`src/rtl/ntsc_pkg.sv`:
```
// Shared types for the raster timing generator.
package ntsc_pkg;

    // Kind of the current scan line within a frame.
    typedef enum logic [1:0] {
        LN_VSYNC  = 2'd0,
        LN_BLANK  = 2'd1,
        LN_ACTIVE = 2'd2
    } line_kind_e;

endpackage

```
`src/rtl/ntsc_frame_seq.sv`:
```
// Frame sequencer: counts scan lines and classifies each one.
// Assumes: line_end_i is high for exactly one cycle per line, and the
// vertical-sync lines come before the visible lines.
module ntsc_frame_seq
    import ntsc_pkg::*;
#(
    parameter int FRAME_LINES = 262,
    parameter int VS_LINES    = 3,
    parameter int VACT_START  = 20,
    parameter int ACT_LINES   = 200
) (
    input  logic       clk,
    input  logic       rst_n,
    input  logic       line_end_i,
    output line_kind_e kind_o,
    output logic       last_active_o
);
    localparam int VW = $clog2(FRAME_LINES + 1);
    localparam logic [VW-1:0] V_LAST     = VW'(FRAME_LINES - 1);
    localparam logic [VW-1:0] V_VS_END   = VW'(VS_LINES);
    localparam logic [VW-1:0] V_ACT_FST  = VW'(VACT_START);
    localparam logic [VW-1:0] V_ACT_END  = VW'(VACT_START + ACT_LINES);
    localparam logic [VW-1:0] V_ACT_LAST = VW'(VACT_START + ACT_LINES - 1);

    generate
        if (VACT_START < VS_LINES || VACT_START + ACT_LINES > FRAME_LINES) begin : g_bad_lines
            $error("visible lines must follow vertical sync and fit in the frame");
        end
    endgenerate

    logic [VW-1:0] vcnt_q;

    // Advance the line index at each line boundary, wrapping at frame end.
    always_ff @(posedge clk) begin
        if (!rst_n) begin
            vcnt_q <= '0;
        end else if (line_end_i) begin
            vcnt_q <= (vcnt_q == V_LAST) ? '0 : vcnt_q + 1'b1;
        end
    end

    // Classify the current line.
    always_comb begin
        if (vcnt_q < V_VS_END) begin
            kind_o = LN_VSYNC;
        end else if (vcnt_q >= V_ACT_FST && vcnt_q < V_ACT_END) begin
            kind_o = LN_ACTIVE;
        end else begin
            kind_o = LN_BLANK;
        end
        last_active_o = (vcnt_q == V_ACT_LAST);
    end

endmodule

```
`src/rtl/ntsc_line_timer.sv`:
```
// Line timer: position within a scan line, sync decode and window bounds.
// Assumes: the porch limit is not negative, PORCH_W <= 32.
module ntsc_line_timer
    import ntsc_pkg::*;
#(
    parameter int LINE_CYC  = 15887,
    parameter int HSYNC_CYC = 1175,
    parameter int WIN_CYC   = 12800,
    parameter int PORCH_W   = 16,
    parameter int BP_RST    = 375
) (
    input  logic               clk,
    input  logic               rst_n,
    input  logic [PORCH_W-1:0] porch_i,
    input  line_kind_e         kind_i,
    output logic               line_end_o,
    output logic               sync_o,
    output logic               in_win_o,
    output logic               win_stop_o
);
    localparam int MAX_PORCH = LINE_CYC - HSYNC_CYC - WIN_CYC - 1;
    localparam int HW        = $clog2(LINE_CYC + 1);
    localparam logic [HW-1:0] H_LAST   = HW'(LINE_CYC - 1);
    localparam logic [HW-1:0] H_HS_END = HW'(HSYNC_CYC);
    localparam logic [HW-1:0] H_VS_END = HW'(LINE_CYC - HSYNC_CYC);
    localparam logic [HW-1:0] H_WIN    = HW'(WIN_CYC);

    generate
        if (MAX_PORCH < 0) begin : g_bad_line
            $error("window and sync do not fit in one line");
        end
    endgenerate

    // Limit a requested porch so the window ends before the line does.
    function automatic logic [HW-1:0] clamp_porch(input logic [PORCH_W-1:0] p);
        if (32'(p) > MAX_PORCH) begin
            return HW'(MAX_PORCH);
        end
        return HW'(p);
    endfunction

    localparam logic [PORCH_W-1:0] BP_RST_V = PORCH_W'(BP_RST);

    logic [HW-1:0] hcnt_q;
    logic [HW-1:0] porch_q;
    logic [HW-1:0] win_first;
    logic [HW-1:0] win_after;

    // Count positions within the line.
    always_ff @(posedge clk) begin
        if (!rst_n) begin
            hcnt_q <= '0;
        end else begin
            hcnt_q <= (hcnt_q == H_LAST) ? '0 : hcnt_q + 1'b1;
        end
    end

    // Take the porch request at the last position of each line.
    always_ff @(posedge clk) begin
        if (!rst_n) begin
            porch_q <= clamp_porch(BP_RST_V);
        end else if (hcnt_q == H_LAST) begin
            porch_q <= clamp_porch(porch_i);
        end
    end

    // Decode line end, sync and the window bounds from the position.
    always_comb begin
        win_first  = H_HS_END + porch_q;
        win_after  = win_first + H_WIN;
        line_end_o = (hcnt_q == H_LAST);
        sync_o     = (kind_i == LN_VSYNC) ? (hcnt_q < H_VS_END) : (hcnt_q < H_HS_END);
        in_win_o   = (hcnt_q >= win_first) && (hcnt_q < win_after);
        win_stop_o = (hcnt_q == win_after);
    end

endmodule

```
`src/rtl/ntsc_pixel_shift.sv`:
```
// Pixel shifter: makes the pixel strobe inside the window, requests packed
// words, and shifts pixels out most significant first. Shows black on underrun.
// Assumes: win_i is low in the cycle before each window starts.
module ntsc_pixel_shift #(
    parameter int BPP     = 4,
    parameter int WORD_W  = 32,
    parameter int PIX_DIV = 50
) (
    input  logic              clk,
    input  logic              rst_n,
    input  logic              win_i,
    input  logic              valid_i,
    input  logic [WORD_W-1:0] word_i,
    output logic              ready_o,
    output logic [BPP-1:0]    pix_o
);
    localparam int PPW = WORD_W / BPP;
    localparam int DW  = (PIX_DIV > 1) ? $clog2(PIX_DIV) : 1;
    localparam int SW  = (PPW > 1) ? $clog2(PPW) : 1;
    localparam logic [DW-1:0] D_LAST = DW'(PIX_DIV - 1);
    localparam logic [SW-1:0] S_LAST = SW'(PPW - 1);

    generate
        if (!(BPP == 1 || BPP == 2 || BPP == 4)) begin : g_bad_bpp
            $error("pixel depth must be 1, 2 or 4 bits");
        end
        if (WORD_W % BPP != 0) begin : g_bad_word
            $error("word width must hold a whole number of pixels");
        end
    endgenerate

    logic [DW-1:0]     div_q;
    logic [SW-1:0]     slot_q;
    logic [WORD_W-1:0] shreg_q;
    logic [BPP-1:0]    pix_q;
    logic              strobe;

    // The strobe marks the first cycle of each pixel; a word is requested at group start.
    always_comb begin
        strobe  = win_i && (div_q == '0);
        ready_o = strobe && (slot_q == '0);
        pix_o   = pix_q;
    end

    // Divide the clock into pixel periods, restarting with each window.
    always_ff @(posedge clk) begin
        if (!rst_n || !win_i) begin
            div_q <= '0;
        end else begin
            div_q <= (div_q == D_LAST) ? '0 : div_q + 1'b1;
        end
    end

    // Track which pixel of the current word is being shown.
    always_ff @(posedge clk) begin
        if (!rst_n || !win_i) begin
            slot_q <= '0;
        end else if (strobe) begin
            slot_q <= (slot_q == S_LAST) ? '0 : slot_q + 1'b1;
        end
    end

    // Load or shift the pixel word and drive the grey level; black outside the window.
    always_ff @(posedge clk) begin
        if (!rst_n || !win_i) begin
            shreg_q <= '0;
            pix_q   <= '0;
        end else if (strobe) begin
            if (slot_q == '0) begin
                if (valid_i) begin
                    pix_q   <= word_i[WORD_W-1 -: BPP];
                    shreg_q <= word_i << BPP;
                end else begin
                    pix_q   <= '0;
                    shreg_q <= '0;
                end
            end else begin
                pix_q   <= shreg_q[WORD_W-1 -: BPP];
                shreg_q <= shreg_q << BPP;
            end
        end
    end

endmodule

```
`src/rtl/ntsc_raster_gen.sv`:
```
// Raster timing generator top: combines line timing, frame sequencing and
// the pixel shifter, and registers sync and the frame-done pulse.
// Assumes: one clock; the defaults give real line timing at CLK_MHZ.
module ntsc_raster_gen
    import ntsc_pkg::*;
#(
    parameter int CLK_MHZ      = 250,
    parameter int LINE_CYC     = CLK_MHZ * 6355 / 100,
    parameter int HSYNC_CYC    = CLK_MHZ * 47 / 10,
    parameter int PIX_DIV      = CLK_MHZ / 5,
    parameter int PIX_PER_LINE = 256,
    parameter int BPP          = 4,
    parameter int WORD_W       = 32,
    parameter int FRAME_LINES  = 262,
    parameter int VS_LINES     = 3,
    parameter int VACT_START   = 20,
    parameter int ACT_LINES    = 200,
    parameter int PORCH_W      = 16,
    parameter int BP_RST       = CLK_MHZ * 15 / 10
) (
    input  logic               clk,
    input  logic               rst_n,
    input  logic [PORCH_W-1:0] porch_i,
    input  logic               pix_valid_i,
    input  logic [WORD_W-1:0]  pix_word_i,
    output logic               pix_ready_o,
    output logic               sync_n_o,
    output logic [BPP-1:0]     pix_o,
    output logic               frame_done_o
);
    localparam int WIN_CYC = PIX_PER_LINE * PIX_DIV;

    generate
        if (PIX_PER_LINE % (WORD_W / BPP) != 0) begin : g_bad_groups
            $error("pixels per line must be a whole number of words");
        end
    endgenerate

    line_kind_e kind;
    logic       last_active;
    logic       line_end;
    logic       sync_raw;
    logic       win_raw;
    logic       win_stop;
    logic       win;
    logic       sync_n_q;
    logic       done_q;

    ntsc_frame_seq #(
        .FRAME_LINES (FRAME_LINES),
        .VS_LINES    (VS_LINES),
        .VACT_START  (VACT_START),
        .ACT_LINES   (ACT_LINES)
    ) u_frame (
        .clk           (clk),
        .rst_n         (rst_n),
        .line_end_i    (line_end),
        .kind_o        (kind),
        .last_active_o (last_active)
    );

    ntsc_line_timer #(
        .LINE_CYC  (LINE_CYC),
        .HSYNC_CYC (HSYNC_CYC),
        .WIN_CYC   (WIN_CYC),
        .PORCH_W   (PORCH_W),
        .BP_RST    (BP_RST)
    ) u_line (
        .clk        (clk),
        .rst_n      (rst_n),
        .porch_i    (porch_i),
        .kind_i     (kind),
        .line_end_o (line_end),
        .sync_o     (sync_raw),
        .in_win_o   (win_raw),
        .win_stop_o (win_stop)
    );

    // The window is open only on visible lines.
    assign win = win_raw && (kind == LN_ACTIVE);

    ntsc_pixel_shift #(
        .BPP     (BPP),
        .WORD_W  (WORD_W),
        .PIX_DIV (PIX_DIV)
    ) u_pix (
        .clk     (clk),
        .rst_n   (rst_n),
        .win_i   (win),
        .valid_i (pix_valid_i),
        .word_i  (pix_word_i),
        .ready_o (pix_ready_o),
        .pix_o   (pix_o)
    );

    // Register sync and frame-done so they line up with the pixel register.
    always_ff @(posedge clk) begin
        if (!rst_n) begin
            sync_n_q <= 1'b1;
            done_q   <= 1'b0;
        end else begin
            sync_n_q <= !sync_raw;
            done_q   <= (kind == LN_ACTIVE) && last_active && win_stop;
        end
    end

    assign sync_n_o     = sync_n_q;
    assign frame_done_o = done_q;

endmodule

```
`config.mk`:
```
export PLATFORM = sky130hd
export DESIGN_NAME = ntsc_raster_gen
export DESIGN_NICKNAME = d
export VERILOG_FILES = /design/src/rtl/ntsc_pkg.sv /design/src/rtl/ntsc_frame_seq.sv /design/src/rtl/ntsc_line_timer.sv /design/src/rtl/ntsc_pixel_shift.sv /design/src/rtl/ntsc_raster_gen.sv
export SDC_FILE = /design/constraint.sdc
export NUM_CORES = 1
export LEC_CHECK = 0
export CAP_MARGIN = 20
export CORE_MARGIN = 2
export CORE_UTILIZATION = 25
export DETAILED_ROUTE_END_ITERATION = 7
export DONT_BUFFER_PORTS = 1
export GPL_ROUTABILITY_DRIVEN = 0
export MAX_ROUTING_LAYER = met4
export PLACE_DENSITY_LB_ADDON = 0.15
export SYNTH_ARGS = -nofsm -noshare
export SYNTH_HDL_FRONTEND = slang
export SYNTH_SLANG_ARGS = --single-unit
```
`constraint.sdc`:
```
create_clock -name clk -period 4.7 [get_ports clk]
set_clock_uncertainty 0.15 [all_clocks]
set_input_delay 0.235 -clock clk [delete_from_list [all_inputs] [get_ports clk]]
set_output_delay 0.235 -clock clk [all_outputs]
set_load 0.02 [all_outputs]
```
Word-level counts from Yosys, hierarchy flattened
Index checks and enable logic that the tools add are counted.
- flip-flop bits (word level): 84
- bits of input ports: 51
- output and inout port bits: 7
- logic and storage cells: 61
- add/sub/neg operators: 6
- $lt $le $gt $ge: 8
- equality and inequality tests: 7
- mux-type cells: 14
- bitwise gates (word level): 1
- reduce and logical (&&, ||, !) cells: 16
- operator list (operator ; count):
    2-to-1 mux 32 bit ; 2
    2-to-1 mux 14 bit ; 2
    greater-than comparator 16 x 11 -> 1 bit (second input constant) ; 1
    adder 11 x 14 -> 14 bit (first input constant) ; 1
    adder 14 x 1 -> 14 bit (second input constant) ; 1
    adder 14 bit (second input constant) ; 1
    equality test 14 bit ; 1
    equality test 14 bit (second input constant) ; 1
    greater-or-equal comparator 14 bit ; 1
    less-than comparator 14 x 11 -> 1 bit (second input constant) ; 1
    less-than comparator 14 bit ; 1
    less-than comparator 14 bit (second input constant) ; 1
    adder 9 x 1 -> 9 bit (second input constant) ; 1
    equality test 9 x 8 -> 1 bit (second input constant) ; 1
    equality test 9 bit (second input constant) ; 1
    greater-or-equal comparator 9 x 5 -> 1 bit (second input constant) ; 1
    less-than comparator 9 x 2 -> 1 bit (second input constant) ; 1
    less-than comparator 9 x 8 -> 1 bit (second input constant) ; 1
    2-to-1 mux 9 bit ; 1
    2-to-1 mux 4 bit ; 2
    logical AND 1 bit ; 7
    adder 6 x 1 -> 6 bit (second input constant) ; 1
    equality test 6 bit (second input constant) ; 1
    zero test 6 bit ; 1
    other kinds (12) ; 19

Logic depth before layout (Yosys ltp)
Gate-level depths: netlist of run 1.
- depth in word-level cells: 9
- gate-level depth with buffers: 16
- mapped depth without buffers: 14

Hierarchy
A second synthesis of run 1 with hierarchy kept.
- cell total of the unflattened synthesis: 499
- area, all modules: 4531.8 um^2
- by module, submodules not included (module ; times used ; cells each ; area an instance (um^2) ; seq. area each (um^2)):
    ntsc_pixel_shift ; 1 ; 204 ; 2004.4 ; 820.8
    ntsc_line_timer ; 1 ; 228 ; 1921.8 ; 560.5
    ntsc_frame_seq ; 1 ; 61 ; 535.5 ; 180.2
    ntsc_raster_gen ; 1 ; 6 ; 70.1 ; 40.0

Worst setup path before layout of run 1
Ideal clock, no wire load.
- path kind: reg-to-output
- from: register u_line.porch_q[0]
- to: output port pix_ready_o
- data arrival time: 3.876 ns
- data required time: 4.315 ns
- slack: 0.439 ns
- cell stages (with the launch flop): 15
- buffers on the path: 1
- cells stage by stage: dfxtp_1 > inv_1 > ha_1 > or3b_4 > and2_1 > o32a_1 > o311ai_1 > xor2_1 > ha_1 > a211oi_1 > o21ai_0 > nor4_2 > nand2_2 > buf_6 > nor4_1
- cells in the longest elaborated chain, start to end: 7
- elaborated cells between the ends (all ways): 8
- classes of those cells: 2 x add/sub; 2 x order compare; 4 x reduce/logical
- ends and longest elaborated chain (element ; RTL line ; text):
    from (decl) ; ntsc_line_timer.sv:45 ; logic [HW-1:0] porch_q;
    from (signal assigned) ; ntsc_line_timer.sv:61 ; porch_q <= clamp_porch(BP_RST_V);
    from (signal assigned) ; ntsc_line_timer.sv:63 ; porch_q <= clamp_porch(porch_i);
    adder 11 x 14 -> 14 bit (*) ; ntsc_line_timer.sv:69 ; win_first = H_HS_END + porch_q;
    adder 14 bit ; ntsc_line_timer.sv:70 ; win_after = win_first + H_WIN;
    less-than comparator 14 bit ; ntsc_line_timer.sv:73 ; in_win_o = (hcnt_q >= win_first) && (hcnt_q < win_after);
    logical AND 1 bit (*) ; ntsc_line_timer.sv:73 ;
    logical AND 1 bit (*) ; ntsc_raster_gen.sv:80 ; assign win = win_raw && (kind == LN_ACTIVE);
    logical AND 1 bit (*) ; ntsc_pixel_shift.sv:40 ; strobe = win_i && (div_q == '0);
    logical AND 1 bit (*) ; ntsc_pixel_shift.sv:41 ; ready_o = strobe && (slot_q == '0);
    to (decl) ; ntsc_raster_gen.sv:26 ; output logic pix_ready_o,
Mark *: on every way between the ends. The rest lies on a longest branch, timed or not.

Final worst setup path of run 1
Same ends and word-level chain as after synthesis.

==> impl_results.md, run 1 <==
- Status: complete, no violations
- Internal power: 0.001133 W
- DRT Wirelength: 12,230 µm
- Io pins: 58
- Post-DP Area: 4907 µm²
- Power per cell area: 266.1 nW/µm²
- Setup_tns: 0 ps
- Synth area leader: dfxtp_1
- Synth Warn #: 0
- EDFF count, synth: 0
- Synth Instances: 580
- Chip Width: 142.0 µm
- Endpoints failing hold: 0
- Hold WC Path Type: in2reg
- Leak Pwr: 1.953 nW
- Synth Area per Inst: 8.208 µm²
- Port buffer count: 0
- Drt pass-1 iters: 4
- Register area share after synthesis: 0.3364
- Nets@finish: 651
- Mapped cell area: 4761 µm²
- Share of cells above drive strength 1: 0.07478
- Post-synth top flop: dfxtp_1
- Clock sinks: 80
- Ant diodes: 0
- Final cell count without fillers: 809
- First-pass GRT wire length: 19,780 µm
- Sw frac: 0.2133
- Critical Path AT: 4140 ps
- Initial antenna violation count: 0
- Placed Instances: 777
- Final Cycle Share: 0.9628
- Power share of the clock group: 0.480
- Clock Latency Late Sink: 340 ps
- Post-route cell area: 5414 µm²
- WS Path Type: reg2out
- Largest net degree at the start of global routing: 71
- Die ar.: 20,160 µm²
- Commonest non-fill, non-tap cell in the layout: dfxtp_1
- Worst Tran Pin Value: 810.1 ps
- Post-synthesis net count: 660
- Slew HR: 0.4594
- Startpoint Class: flop
- Max VDD drop: 0.1885 mV
- Synth Register Bits: 80
- Synth async-reset ratio: 0
- Area delta synth->final: 13.72%
- Pins Over Slew Limit: 0
- Critical path capture point type: output port
- Logic pwr share: 0.045
- Starting density of the core: 0.2545
- Via/cell ratio: 4.986
- Setup violations, final: 0
- Vias in the first global route: 3,843
- GRT Total Usage: 0.1272
- Die height: 142.0 µm
- Vias: 4,034
- Commonest non-fill, non-tap cells in the layout: 80 x dfxtp_1, 68 x a21oi_1, 56 x nor2_1
- Share of the synthesized area in the top cell type: 0.3364
- Switch Pwr: 0.0003072 W
- Post-DRT Antenna Nets: 0
- WP data required: 4320 ps
- Floorplan row count: 50
- CP Max Fanout: 4
- H-tree depth: 3
- Hold WS: 18.69 ps
- Max frequency: 0.2210 GHz
- Synth unique cells: 60
- Clock Pin Slew Worst Setup and Hold Paths: 60 ps
- Min cycle time layout: 4525 ps
- Top cells by area, synth: dfxtp_1 34%, ha_1 7.6%, a21oi_1 7.1%, nand3_1 4.9%, nor4b_1 4.8%
- WL/cell: 15.12 µm
- Total grt overflow: 0
- Max-cap violation count: 0
- Flop pwr share: 0.475
- CTS tree: yes
- 1st-iter DRT viols: 218
- DP Wirelength: 8497 µm
- # DRC: 0
- Longest Clk Path Bufs: 2
- Num CTS Buffers: 9
- Root Buffer: clkbuf_16
- Core footprint: 18,710 µm²
-- worst max-delay path, stage by stage, from the launching register on --
cell and delay, ps:
dfxtp_1 330, inv_1 80, ha_1 200, or3b_4 420, and2_1 160, o32a_1 390, o311ai_2 280, xor2_1 190
ha_1 280, a211oi_1 260, o21ai_0 140, nor4_2 270, buf_4 160, nand2_2 60, nor4_2 370, buf_4 210
-- path summary, 6_finish.rpt --
| check | endpoint | start | slack [ps] | depth (start not counted) |
|---|---|---|---|---|
| worst max register to register | u_pix.shreg_q[13] | u_line.porch_q[0] | 610 | 15 |
| worst min-delay path | u_line.porch_q[13] | rst_n | 20 | 2 |
| worst min register to register | u_line.porch_q[13] | u_line.porch_q[13] | 290 | 2 |
| worst max-delay path | pix_ready_o | u_line.porch_q[0] | 170 | 15 |
-- cell type report --
type                    instances  area, µm²
clock buffers                  11      242.7
clock inverters                 4      45.04
fillers                      2018      13290
inverters                      18      67.56
multi-input cells             439       2894
flip-flops and latches         80       1602
well taps                     234      292.8
repair buffers                 23      270.3
-- Yosys cell counts, types with 2 or more instances --
cell type  number
nor4_1         13
dfxtp_1        80
inv_1          18
nand2b_1        6
nand3_1        47
o211a_1         2
nor3_1          6
a41oi_1         2
xor2_1         19
o21a_1          6
a211oi_1        3
nor4b_2         3
and2_1          3
o22a_1          8
or3_4           2
nand4_1        17
o22ai_1         3
or3_1           2
o21ai_0         5
o21bai_1        2
and4_1          2
a21oi_1        68
nor2_1         56
a211o_1         3
buf_2           5
clkbuf_1       28
nor4b_1        26
ha_1           29
xnor2_1        20
o211ai_1        2
nor2b_1         4
buf_6           6
nand2_1        55
clkbuf_2        2
a31oi_1         2
-- through the flow --
stage            util  setup WS [ps]   power, W
3_5_place_dp   0.2623          397.3  0.0007490
6_report       0.2894          174.8   0.001441
4_1_cts        0.2841          123.0   0.001468
3_3_place_gp   0.2609          416.3  0.0007491
2_1_floorplan       -          438.8  0.0007440
5_1_grt        0.2894         -17.11   0.001508
-- state kept, by name (all words and copies together), names as in the netlist --
name,count
u_line.porch_q,14
u_pix.div_q,6
u_line.hcnt_q,14
u_pix.shreg_q,28
sync_n_o,1
u_frame.vcnt_q,9
frame_done_o,1
u_pix.pix_o,4
u_pix.slot_q,3
-- per-layer routing --
metal / track usage / vias to the layer above / part of all wire
met1: 0.1536 / 1903 / 0.46
met5: - / - / 0
li1: - / 2065 / -
met2: 0.2115 / 62 / 0.49
met4: 0.03895 / 0 / 0.0043
met3: 0.02927 / 4 / 0.037
-- kinds of logic after synthesis --
group           Yosys count  synth area share
fa+ha+maj                29           0.07622
xor+xnor                 39           0.07175
simple gates            251            0.2849
compound gates          119            0.1685
mux                       1          0.002103
buf+inv                  61           0.06018
flops                    80            0.3364
-- timing repair --
item | 4_1_cts | 5_1_grt
pin swaps | 1 | 1
buffers inserted | 0 | 2
endpoints found under the setup margin | 1 | 1
gates resized for setup | 0 | 2
endpoints found under the hold margin | 40 | 0
hold buffers | 12 | 0
-- power by group through the flow --
stage	Clock [W]	Sequential, W	Combinational (W)
final	0.000692	0.000685	0.0000643
after global routing	0.000751	0.000685	0.0000726
after CTS	0.000722	0.000685	0.0000618
after detailed placement	0	0.000700	0.0000492
after global placement	0	0.000700	0.0000494
after floorplan	0	0.000699	0.0000454
Note: power is estimated with default switching activity, not from simulation.
==> run 2: changes to the inputs <==
CELL_PAD_IN_SITES_DETAIL_PLACEMENT = 0   (was default)
CELL_PAD_IN_SITES_GLOBAL_PLACEMENT = 1   (was default)
PLACE_DENSITY = 0.56   (was default)
PLACE_DENSITY_LB_ADDON = default   (was 0.15)
==> run 2 against run 1 <==
Cell count decreased by 0.12%; clock-buffer cell count down 1; combinational power is 3% lower; register-to-register slack better by 200 ps.
==> impl_results.md, run 2 (synthesis gave the netlist of run 1 again) <==
- Power per cell area: 282.6 nW/µm² (+6.2%)
- R2R Path Start: u_line.porch_q[0]
- Core footprint: 18,710 µm² (unchanged)
- Die ar.: 20,160 µm² (unchanged)
- Critical Path AT: 4010 ps (-130 ps)
- Share of cells above drive strength 1: 0.07143 (-0.003354)
- Setup_tns: 0 ps (unchanged)
- CP top delay family: simple AND/OR/NAND/NOR gates
- Largest net degree at the start of global routing: 71 (unchanged)
- Min-delay src: rst_n
- GRT Total Usage: 0.1244 (-0.002888)
- Cts repair resizes: 0 (unchanged)
- Setup violations, final: 0 (unchanged)
- Commonest non-fill, non-tap cells in the layout: 80 x dfxtp_1, 68 x a21oi_1, 56 x nor2_1
- Die height: 142.0 µm (unchanged)
- Clock sinks: 80 (unchanged)
- Total grt overflow: 0 (unchanged)
- Clock Latency Late Sink: 350 ps (about the same)
- Commonest non-fill, non-tap cell in the layout: dfxtp_1
- # DRC: 0 (unchanged)
- Drt pass-1 iters: 4 (unchanged)
- Root Buffer: clkbuf_16
- WS Path Type: reg2out
- Max reg flops: 28 (unchanged)
- Startpoint Class: flop
- Slew HR: 0.3142 (-0.1452)
- Critical path capture point type: output port
- Reg2Reg Capture Point: u_pix.slot_q[0]
- Nets@finish: 649 (-0.31%)
- Vias: 4,060 (+0.64%)
- Hold WS: 20.66 ps (+1.965 ps)
- Port buffer count: 0 (unchanged)
- # fillers: 2,019 (+0.050%)
- Hold Path Stages: 3 (+1)
- Hold WC Path Type: in2reg
- Reg2Reg Depth: 15 (unchanged)
- Largest Register: u_pix.shreg_q
- Crit-path max cell delay: 410 ps (about the same)
- Ant diodes: 0 (unchanged)
- Status: complete, no violations
- R2r setup slk: 810 ps (+200 ps)
- DRT Wirelength: 12,070 µm (-1.4%)
- Endpoints failing hold: 0 (unchanged)
- Longest Clk Path Bufs: 2 (unchanged)
- Floorplan row count: 50 (unchanged)
- Chip Width: 142.0 µm (unchanged)
- Pins Over Slew Limit: 0 (unchanged)
- Area delta synth->final: 13.51%
- First-pass GRT wire length: 19,440 µm (-1.7%)
- H-tree depth: 3 (unchanged)
- Via/cell ratio: 5.025 (+0.77%)
- Max VDD drop: 0.1938 mV (+2.8%)
- CP Cell Sequence: inv_1, ha_1, or3b_4, and2_1, o32a_1, o311ai_1, xor2_1, ha_1, a211oi_1, o21ai_0, nor4_2, buf_4, nand2_2, nor4_1, buf_4
- Vias in the first global route: 3,778 (-1.7%)
- Leak Pwr: 1.949 nW (-0.17%)
- Initial antenna violation count: 0 (unchanged)
- Top Registers: u_pix.shreg_q x28, u_line.hcnt_q x14, u_line.porch_q x14
- DP Wirelength: 8301 µm (-2.3%)
- Max frequency: 0.2275 GHz (+2.9%)
- Max-cap violation count: 0 (unchanged)
- Min cycle time layout: 4396 ps (-128.9 ps)
- Hold EP: u_pix.div_q[0]
- Starting density of the core: 0.2545 (unchanged)
- 1st-iter DRT viols: 235 (+7.8%)
- Slowest cell on crit path: or3b_4
- Post-DRT Antenna Nets: 0 (unchanged)
- Io pins: 58 (unchanged)
- Num CTS Buffers: 9 (unchanged)
- CTS tree: yes
- Clock Pin Slew Worst Setup and Hold Paths: 60 ps (about the same)
- CP Buf/Inv Count: 3 (unchanged)
- Critical Path Start: u_line.porch_q[0]
- WP data required: 4320 ps (about the same)
- RSZ-0062 raised after global routing: false
- Final Cycle Share: 0.9354 (-0.02742)
- WL/cell: 14.93 µm (-1.2%)
- Worst Tran Pin Value: 1029 ps (+218.6 ps)
- CP Max Fanout: 4 (unchanged)
[run 2: how the worst max path moves through the flow]
stage,end,cells past startpoint,slack [ps]
2_1_floorplan,pix_ready_o,14,440
3_3_place_gp,pix_ready_o,14,400
3_5_place_dp,pix_ready_o,14,400
4_1_cts,pix_ready_o,14,10
5_1_grt,pix_ready_o,15,20
6_report,pix_ready_o,15,300
[run 2: power by group]
group	leakage, nW	internal (W)	switching (W)
sequential	0.645	0.000680	0.00000388
clock	0.163	0.000483	0.000297
combinational	1.14	0.0000312	0.0000313
[run 2: final cells by class]
| type | count | area [µm²] | share of cell area |
|---|---|---|---|
| tap | 234 | 292.8 | 0.05418 |
| inverter | 18 | 67.56 | 0.01250 |
| clock buffer | 10 | 239.0 | 0.04422 |
| timing repair buffer | 21 | 231.5 | 0.04283 |
| multi-input combinational | 439 | 2880 | 0.5330 |
| clock inverter | 6 | 91.34 | 0.01690 |
| sequential | 80 | 1602 | 0.2964 |
[run 2: layer usage]
metal,vias up,part of all wire,track usage
met1,1909,0.48,0.1591
met3,8,0.051,0.03735
met2,81,0.46,0.1958
met4,0,0.0075,0.02421
met5,-,0,-
li1,2062,-,-
[run 2: metrics by stage]
step           setup WS (ps)  instances   power, W  cell area, µm²  utilization
6_report               303.7        808   0.001527            5404       0.2889
4_1_cts                10.87        805   0.001555            5358       0.2864
3_3_place_gp           397.8        776  0.0007487            4880       0.2609
5_1_grt                19.94        808   0.001596            5404       0.2889
3_5_place_dp           400.9        777  0.0007487            4907       0.2623
2_1_floorplan          438.8        580  0.0007440            4761            -
[run 2: repair_timing]
item / CTS / global route
hold buffers: 12 / 0
endpoints found under the setup margin: 0 / 1
endpoints found under the hold margin: 40 / 0
setup buffers: 0 / 1
[run 2: worst min-delay path: stages]
cell     delay, ps
nor2b_1        110
nand4_1         80
nor2_1          40
==> run 3: changes to the inputs <==
ABC_AREA = 1   (was default)
PLACE_DENSITY = 0.58   (was 0.56)
REMOVE_ABC_BUFFERS = 1   (was default)
==> run 3 against run 2 <==
Cell count increased by 13%; sequential power about the same; design area decreased by 2.1%; die area decreased by 2.3%; synthesized area decreased by 2.4%; critical path depth increased by 2; fmax increased by 16%; combinational power decreased by 31%; critical endpoint unchanged; highest routed layer unchanged.
==> impl_results.md, run 3 <==
- Status: complete, no violations
- Critical path capture point type: output port
- Hold WC Path Type: in2reg
- GRT Total Usage: 0.1248 (+0.0004373)
- Ant diodes: 0 (unchanged)
- Drt pass-1 iters: 4 (unchanged)
- Register area: 1602 µm² (unchanged)
- Pins Over Slew Limit: 0 (unchanged)
- Grt met3 use: 0.02496 (-0.01239)
- CP most frequent cell: nand2_1
- Max-cap violation count: 0 (unchanged)
- Die height: 140.3 µm (-1.2%)
- WP data required: 4320 ps (about the same)
- Synth Warn #: 0 (unchanged)
- Commonest non-fill, non-tap cells in the layout: 140 x nand2_1, 112 x nor2_1, 80 x dfxtp_1
- Starting density of the core: 0.2569 (+0.002420)
- Grt met1 use: 0.1559 (-0.003257)
- WS Path Type: reg2out
- Setup_tns: 0 ps (unchanged)
- # DRC: 0 (unchanged)
- Final Cycle Share: 0.8072 (-0.1281)
- Met2 Track Usage GR: 0.1999 (+0.004169)
- Critical Path AT: 3410 ps (-600 ps)
- Hold Path Stages: 2 (-1)
- Synth area leader: dfxtp_1
- Endpoints failing hold: 0 (unchanged)
- Power per cell area: 289.7 nW/µm² (+2.5%)
- Reg2Reg Depth: 19 (+4)
- Vias: 4,205 (+3.6%)
- Share of the synthesized area in the top cell type: 0.3446 (+0.008242)
- WL/cell: 12.75 µm (-15%)
- Via/cell ratio: 4.601 (-8.4%)
- Area delta synth->final: 13.84%
- First-pass GRT wire length: 19,250 µm (-0.96%)
- Hold WS: 4.061 ps (-16.60 ps)
- Num CTS Buffers: 9 (unchanged)
- # fillers: 2,002 (-0.84%)
- Max VDD drop: 0.1567 mV (-19%)
- Max frequency: 0.2636 GHz (+16%)
- Startpoint Class: flop
- Commonest cells in the netlist: 140 x nand2_1, 112 x nor2_1, 80 x dfxtp_1
- Clock sinks: 80 (unchanged)
- Vias in the first global route: 4,022 (+6.5%)
- Synth unique cells: 40 (-33%)
- Setup violations, final: 0 (unchanged)
- Nets@finish: 760 (+17%)
- Post-place setup slack: 845.9 ps (+445.0 ps)
- Commonest non-fill, non-tap cell in the layout: nand2_1
- EDFF count, synth: 0 (unchanged)
- RSZ-0062 raised after global routing: false
- Worst Tran Pin Value: 683.1 ps (-345.6 ps)
- Die ar.: 19,690 µm² (-2.3%)
- Largest net degree at the start of global routing: 62 (-13%)
- Top cells by area, synth: dfxtp_1 34%, nand2_1 11%, nor2_1 9.0%, ha_1 7.8%, inv_1 5.9%
- Clock Latency Late Sink: 340 ps (about the same)
- Post-DRT Antenna Nets: 0 (unchanged)
- Port buffer count: 0 (unchanged)
- Clock Pin Slew Worst Setup and Hold Paths: 70 ps (about the same)
- Share of cells above drive strength 1: 0.05693 (-0.01449)
- Post-synth top flop: dfxtp_1
- Slew HR: 0.5435 (+0.2293)
- Most Used Layer, Global Route: met2
- Leak Pwr: 2.254 nW (+16%)
- Max reg flops: 28 (unchanged)
- Longest Clk Path Bufs: 2 (unchanged)
- Synth async-reset ratio: 0 (unchanged)
- Min cycle time layout: 3794 ps (-602.3 ps)
- Synth Instances: 675 (+16%)
- DRT Wirelength: 11,650 µm (-3.4%)
- 1st-iter DRT viols: 243 (+3.4%)
- Root Buffer: clkbuf_16
- Synth Area per Inst: 6.884 µm² (-16%)
- Register area share after synthesis: 0.3446 (+0.008242)
- CP Cell Sequence: inv_1, ha_1, nor2_1, nand2_1, nand2_1, nand3_1, nand3_1, nand2_1, xor2_1, nand2_1, xor2_1, ha_1, a21oi_1, nand2_1, a21oi_4, nand3_2, nor2_1
- Floorplan row count: 49 (-2.0%)
- Total grt overflow: 0 (unchanged)
- Synth Register Bits: 80 (unchanged)
- Io pins: 58 (unchanged)
- H-tree depth: 3 (unchanged)
- Final WS setup: 906.0 ps (+602.3 ps)
- Initial antenna violation count: 0 (unchanged)
- Most instantiated library cell after synthesis: nand2_1
- CTS tree: yes
- Area of the multi-input gates: 2618 µm² (-9.1%)
- Crit-path max cell delay: 440 ps (+30 ps)
- CP Max Fanout: 8 (+4)
- Mapped cell area: 4647 µm² (-2.4%)
- Chip Width: 140.3 µm (-1.2%)
- Slowest cell on crit path: nor2_1
- Core footprint: 18,090 µm² (-3.3%)
- DP Wirelength: 8289 µm (-0.15%)
- Largest Register: u_pix.shreg_q
- Top Registers: u_pix.shreg_q x28, u_line.hcnt_q x14, u_line.porch_q x14
## run 3: final timing paths
path	from	endpoint	slack, ps
min	porch_i[9]	u_line.porch_q[9]	4
min reg2reg	u_line.porch_q[13]	u_line.porch_q[13]	290
max reg2reg	u_line.porch_q[0]	u_pix.div_q[0]	920
max	u_line.porch_q[0]	pix_ready_o	910
## run 3: logic make-up (layout without fill, tap and decap cells)
kind of cell	after synthesis	count (layout)	share of synthesized area
and+or+nand+nor	327	327	0.3021
AOI/OAI and AO/OA	122	122	0.1529
buffers and inverters	101	111	0.09208
DFF	80	80	0.3446
adders and majority gates	29	29	0.07808
xor gates and xnor gates	16	16	0.03016
## run 3: power breakdown
| part | total [W] | leakage [nW] | internal [W] | switching, W |
|---|---|---|---|---|
| Sequential | 0.000684 | 0.645 | 0.000680 | 0.00000407 |
| Clock | 0.000805 | 0.164 | 0.000478 | 0.000327 |
| Combinational | 0.0000433 | 1.44 | 0.0000195 | 0.0000237 |
| Total | 0.00153 | 2.25 | 0.00118 | 0.000355 |
## run 3: cell type report
cell class	count	area share
Timing Repair Buffer	17	0.02980
Inverter	78	0.05535
Multi-Input combinational cell	494	0.4948
Clock inverter	7	0.02058
Sequential cell	80	0.3027
Clock buffer	9	0.04257
Tap cell	229	0.05416
## run 3: metrics by stage
step	utilization	power [W]	cells	cell area [µm²]
floorplan	-	0.0007234	652	4512
global route	0.2925	0.001592	914	5290
detailed placement	0.2674	0.0007350	886	4836
global placement	0.2674	0.0007350	886	4836
finish	0.2925	0.001532	914	5290
CTS	0.2925	0.001561	914	5290
## run 3: timing repair
action	4_1_cts	5_1_grt
buffers inserted	0	0
hold buffers	12	0
resized for setup	0	0
hold endpoints to repair	15	0
endpoints found under the setup margin	0	0
## run 3: layer usage
metal  wire (µm)  vias up
met1        5683     1894
met2        5279       86
met5           0        -
met4         175        0
li1            -     2213
met3         516       12
## run 3: critical path, delay by kind of cell, from the launching register on
kind,cells,cell delay (ps)
xor gates and xnor gates,2,420
and+or+nand+nor,10,1290
buffers and inverters,1,70
AOI/OAI and AO/OA,2,420
adders and majority gates,2,560
DFF,1,310
